**config.mk**
```make
export PLATFORM = sky130hd
export DESIGN_NAME = onehot_scroller
export DESIGN_NICKNAME = d
export VERILOG_FILES = /design/src/rtl/scroll_pkg.sv /design/src/rtl/scroll_mode_fsm.sv /design/src/rtl/scroll_rotator.sv /design/src/rtl/onehot_scroller.sv
export SDC_FILE = /design/constraint.sdc
export NUM_CORES = 1
export LEC_CHECK = 0
export BUFFER_PORTS_ARGS = -buffer_cell sky130_fd_sc_hd__buf_2
export CORE_AREA = 2 2 39 41
export DETAILED_ROUTE_END_ITERATION = 8
export DIE_AREA = 0 0 41 43
export SYNTH_ARGS = -nofsm -noshare
export SYNTH_HDL_FRONTEND = slang
export SYNTH_SLANG_ARGS = --single-unit
```
**constraint.sdc**
```tcl
create_clock -name clk -period 4.1 [get_ports clk]
set_clock_uncertainty 0.2 [all_clocks]
set_input_delay 1.025 -clock clk [delete_from_list [all_inputs] [get_ports clk]]
set_output_delay 1.025 -clock clk [all_outputs]
set_load 0.01 [all_outputs]
```
**src/rtl/scroll_pkg.sv**
```systemverilog
package scroll_pkg;
  localparam int unsigned MODE_W = 2;

  typedef enum logic [MODE_W-1:0] {
    MODE_HALT = 2'd0,
    MODE_RISE = 2'd1,
    MODE_FALL = 2'd2
  } scroll_mode_e;
endpackage

```
**src/rtl/scroll_mode_fsm.sv**
```systemverilog
module scroll_mode_fsm
  import scroll_pkg::*;
(
  input  logic         clk,
  input  logic         rst,
  input  logic         cmd_halt_i,
  input  logic         cmd_rise_i,
  input  logic         cmd_fall_i,
  output scroll_mode_e mode_o
);
  scroll_mode_e mode_q = MODE_HALT;
  scroll_mode_e mode_d;

  // priority: halt > rise > fall; an unknown encoding falls back to halt
  always_comb begin
    if (cmd_halt_i)      mode_d = MODE_HALT;
    else if (cmd_rise_i) mode_d = MODE_RISE;
    else if (cmd_fall_i) mode_d = MODE_FALL;
    else begin
      case (mode_q)
        MODE_HALT, MODE_RISE, MODE_FALL: mode_d = mode_q;
        default:                         mode_d = MODE_HALT;
      endcase
    end
  end

  always_ff @(posedge clk) begin
    if (rst) mode_q <= MODE_HALT;
    else     mode_q <= mode_d;
  end

  assign mode_o = mode_q;
endmodule

```
**src/rtl/scroll_rotator.sv**
```systemverilog
module scroll_rotator
  import scroll_pkg::*;
#(
  parameter int unsigned WIDTH = 4
) (
  input  logic             clk,
  input  logic             rst,
  input  logic             adv_i,
  input  scroll_mode_e     mode_i,
  output logic [WIDTH-1:0] pat_o
);
  localparam logic [WIDTH-1:0] RESET_PAT = WIDTH'(1);

  logic [WIDTH-1:0] pat_q = RESET_PAT;
  logic [WIDTH-1:0] pat_up;
  logic [WIDTH-1:0] pat_dn;
  logic [WIDTH-1:0] pat_d;

  // one-position circular neighbours in each direction
  for (genvar i = 0; i < WIDTH; i++) begin : g_bit
    assign pat_up[i] = pat_q[(i + WIDTH - 1) % WIDTH];
    assign pat_dn[i] = pat_q[(i + 1) % WIDTH];
  end

  always_comb begin
    pat_d = pat_q;
    if (adv_i) begin
      case (mode_i)
        MODE_RISE: pat_d = pat_up;
        MODE_FALL: pat_d = pat_dn;
        default:   pat_d = pat_q;
      endcase
    end
  end

  always_ff @(posedge clk) begin
    if (rst) pat_q <= RESET_PAT;
    else     pat_q <= pat_d;
  end

  assign pat_o = pat_q;
endmodule

```
**src/rtl/onehot_scroller.sv**
```systemverilog
module onehot_scroller
  import scroll_pkg::*;
#(
  parameter int unsigned WIDTH = 4
) (
  input  logic              clk,
  input  logic              rst,
  input  logic              adv_i,
  input  logic              cmd_halt_i,
  input  logic              cmd_rise_i,
  input  logic              cmd_fall_i,
  output logic [WIDTH-1:0]  pattern_o,
  output logic [MODE_W-1:0] mode_o
);
  scroll_mode_e mode_cur;

  scroll_mode_fsm u_mode (
    .clk        (clk),
    .rst        (rst),
    .cmd_halt_i (cmd_halt_i),
    .cmd_rise_i (cmd_rise_i),
    .cmd_fall_i (cmd_fall_i),
    .mode_o     (mode_cur)
  );

  // rotator sees the pre-edge mode, so a same-edge command cannot steer it
  scroll_rotator #(.WIDTH(WIDTH)) u_rot (
    .clk    (clk),
    .rst    (rst),
    .adv_i  (adv_i),
    .mode_i (mode_cur),
    .pat_o  (pattern_o)
  );

  assign mode_o = mode_cur;
endmodule

```
==> reports/qor.csv <==
stage;metric;value;unit
run_status;outcome;finished clean;
clock_tree;setup repair bufs after CTS;0;
timing;final setup fails;0;
clock_tree;Num CTS Buffers;3;
final_layout;flip-flop and latch area;120;um2
power;Leak;0.000178;uW
logic_synthesis;syn_nets;40;
timing;RSZ-0062 raised after global routing;no;
logic_synthesis;Synth Area in Compound Gates;15.5;%
global_routing;GRT Residual Overflow;0;
logic_synthesis;Syn Area/Cell;9.89;um2
logic_synthesis;synth top area cells;dfxtp_1, mux2i_1, ha_1;
setup_path;WP data required;2.87;ns
logic_synthesis;Synth Area in Simple Gates;11.4;%
place;Placement Cell Area;370;um2
logic_synthesis;warnings from Yosys;0;
setup_path;CP max stage delay;0.40;ns
global_routing;initial antenna violation count;0;
setup_path;critical path peak fanout;5;
setup_path;R2R cell count;5;
die;DIE WIDTH;41;um
timing;f_max;0.494;GHz
global_routing;first-pass GRT wire length;890;um
hold_path;Hold EP;u_rot.pat_o[1];
global_routing;GRT Util Overall;7.95;%
die;Boundary Pins;12;
global_routing;vias in the first global route;236;
logic_synthesis;post-synth top area share;39.2;%
die;DIE HEIGHT;43;um
final_layout;Final Util;28.4;%
clock_tree;root buffer cell;clkbuf_4;
logic_synthesis;register area share after synthesis;39.2;%
final_layout;Finished Cell Area;393;um2
setup_path;critical-path cell list;buf_2;
die;Core ar.;0.00138;mm2
place;worst slack, placed;2.31;ns
logic_synthesis;post-synthesis mux area share;13.1;%
drt;WL final;565;um
logic_synthesis;Unique masters post-synth;12;
final_layout;multi-input logic area;160;um2
global_routing;largest net degree at the start of global routing;9;
drt;DRT Pass-1 Iters;4;
hold_path;hold path start;u_rot.pat_o[1];
timing;Min Hold Slack;0.346;ns
clock_tree;Worst-path clk slew;0.04;ns
logic_synthesis;cell count after synthesis;31;
timing;Rel. slew slack;86.5;%
logic_synthesis;Synth area leader;dfxtp_1;
hold_path;Hold Crit Class;flip-flop to flip-flop;
drt;First DRT Iteration DRCs;8;
final_layout;Layout Nets;55;
die;Die Area;0.00176;mm2
logic_synthesis;Synth Area in XOR/XNOR;0;%
power;VDD IR-drop max;0.0990;mV
timing;Final WS setup;2.08;ns
clock_tree;TritonCTS clock tree;yes;
setup_path;sum of buffers and inverters on the critical path;1;
setup_path;R2R Path End;u_rot.pat_o[2];
timing;fin. max-slew vios;0;
timing;worst-margin pin slew;0.200;ns
setup_path;R2R setup slack;2.65;ns
setup_path;Crit Path Category;flip-flop to output port;
logic_synthesis;adder and majority gate portion of the synthesized area;12.2;%
final_layout;ANT cells;0;
final_layout;most frequent cells in the layout;buf_2, dfxtp_1, inv_1, mux2i_1, a21oi_1;
timing;Setup TNS Final;0;ns
final_layout;ratio of cells with drive above 1 in the final layout;36.4;%
die;starting density of the core;22.2;%
drt;vias per std cell;4.32;
place;GP Congestion;0.703;
clock_tree;H-tree Lvls;1;
clock_tree;PostCTS Resize Cnt;0;
place;Buffers on Ports;11;
flow_run;Max Cap Violations;0;
drt;DR vias;259;
timing;Final min period;2.02;ns
clock_tree;clk sinks;6;
logic_synthesis;post-synthesis register bit count;6;
logic_synthesis;Mapped Area;307;um2
final_layout;most common library cell in the layout ignoring fill and taps;buf_2;
setup_path;crit path launch type;flip-flop;
final_layout;P&R area growth vs syn;28.2;%
timing;Final period util;49.3;%
setup_path;worst path arrival time;0.80;ns
setup_path;Crit path max-delay family;flip-flops;
setup_path;CP Capture Type;output port;
hold_path;worst hold stages;2;
final_layout;Filler cells;155;
drt;wire per inst;9.42;um
drt;antenna-violating nets left;0;
clock_tree;cts hold-fix bufs;0;
setup_path;Slowest-stage cell, CP;dfxtp_1;
setup_path;reg2reg start;u_mode.mode_o[0];
drt;DRC Markers;0;
clock_tree;Skew-Pair Late Insertion Delay;0.24;ns
power;power per cell area;343;mW/mm2
die;FP Rows;14;
logic_synthesis;main combinational cell family by area after synthesis;compound AO/OA/AOI/OAI gates;
clock_tree;Clock Path Buffers;2;
timing;Hold Vio Cnt, Final;0;
## flip-flops by register name, indices dropped and copies added (netlist names)
signal / flops
u_mode.mode_o: 2
u_rot.pat_o: 4
## worst max path at each step
stage                startpoint             end  slack (ns)  cells past startpoint
2_1_floorplan             adv_i  u_rot.pat_o[1]        2.39                      4
3_3_place_gp              adv_i  u_rot.pat_o[3]        2.32                      4
3_5_place_dp              adv_i  u_rot.pat_o[0]        2.31                      4
4_1_cts        u_mode.mode_o[1]       mode_o[1]        2.07                      1
5_1_grt          u_rot.pat_o[0]    pattern_o[0]        2.04                      1
6_report       u_mode.mode_o[1]       mode_o[1]        2.08                      1
## synth_stat cells
library cell,instances
nor4_1,1
inv_1,4
ha_1,3
nor3_1,1
a31oi_1,2
buf_6,1
a21oi_1,4
o21ai_1,3
nor3_2,1
dfxtp_1,6
nor2b_4,1
mux2i_1,4
## area by class of cell
type                    count  share of cell area (%)
clock buffers               3                    5.73
inverters                   4                    3.82
multi-input cells          20                    40.8
flip-flops and latches      6                    30.6
well taps                  16                    5.10
repair buffers             11                    14.0
## routing by layer
| metal | global-route usage (%) | up-vias | routed length (um) |
|---|---|---|---|
| met5 | 0 | - | 0 |
| met4 | 8.00 | 0 | 0 |
| met3 | 3.14 | 0 | 12 |
| met2 | 9.38 | 7 | 278 |
| met1 | 10.0 | 114 | 274 |
| li1 | - | 138 | - |
## through the flow
stage | total power [uW] | std cells
floorplan | 76.3 | 31
global placement | 82.9 | 57
detailed placement | 83.0 | 57
CTS | 139 | 60
global route | 144 | 60
finish | 135 | 60
## power breakdown
group	internal [uW]	total [uW]	switching, uW	leakage [uW]
clock	33.0	52.8	19.8	0.0000138
combinational	8.47	17.3	8.86	0.000115
sequential	61.6	64.6	3.02	0.0000490
total	103	135	31.6	0.000178
## cells by family after synthesis
group / Yosys count
mux: 4
compound gates: 9
flops: 6
fa+ha+maj: 3
buf+inv: 5
simple gates: 4
Power figures use the tool's default switching activity.
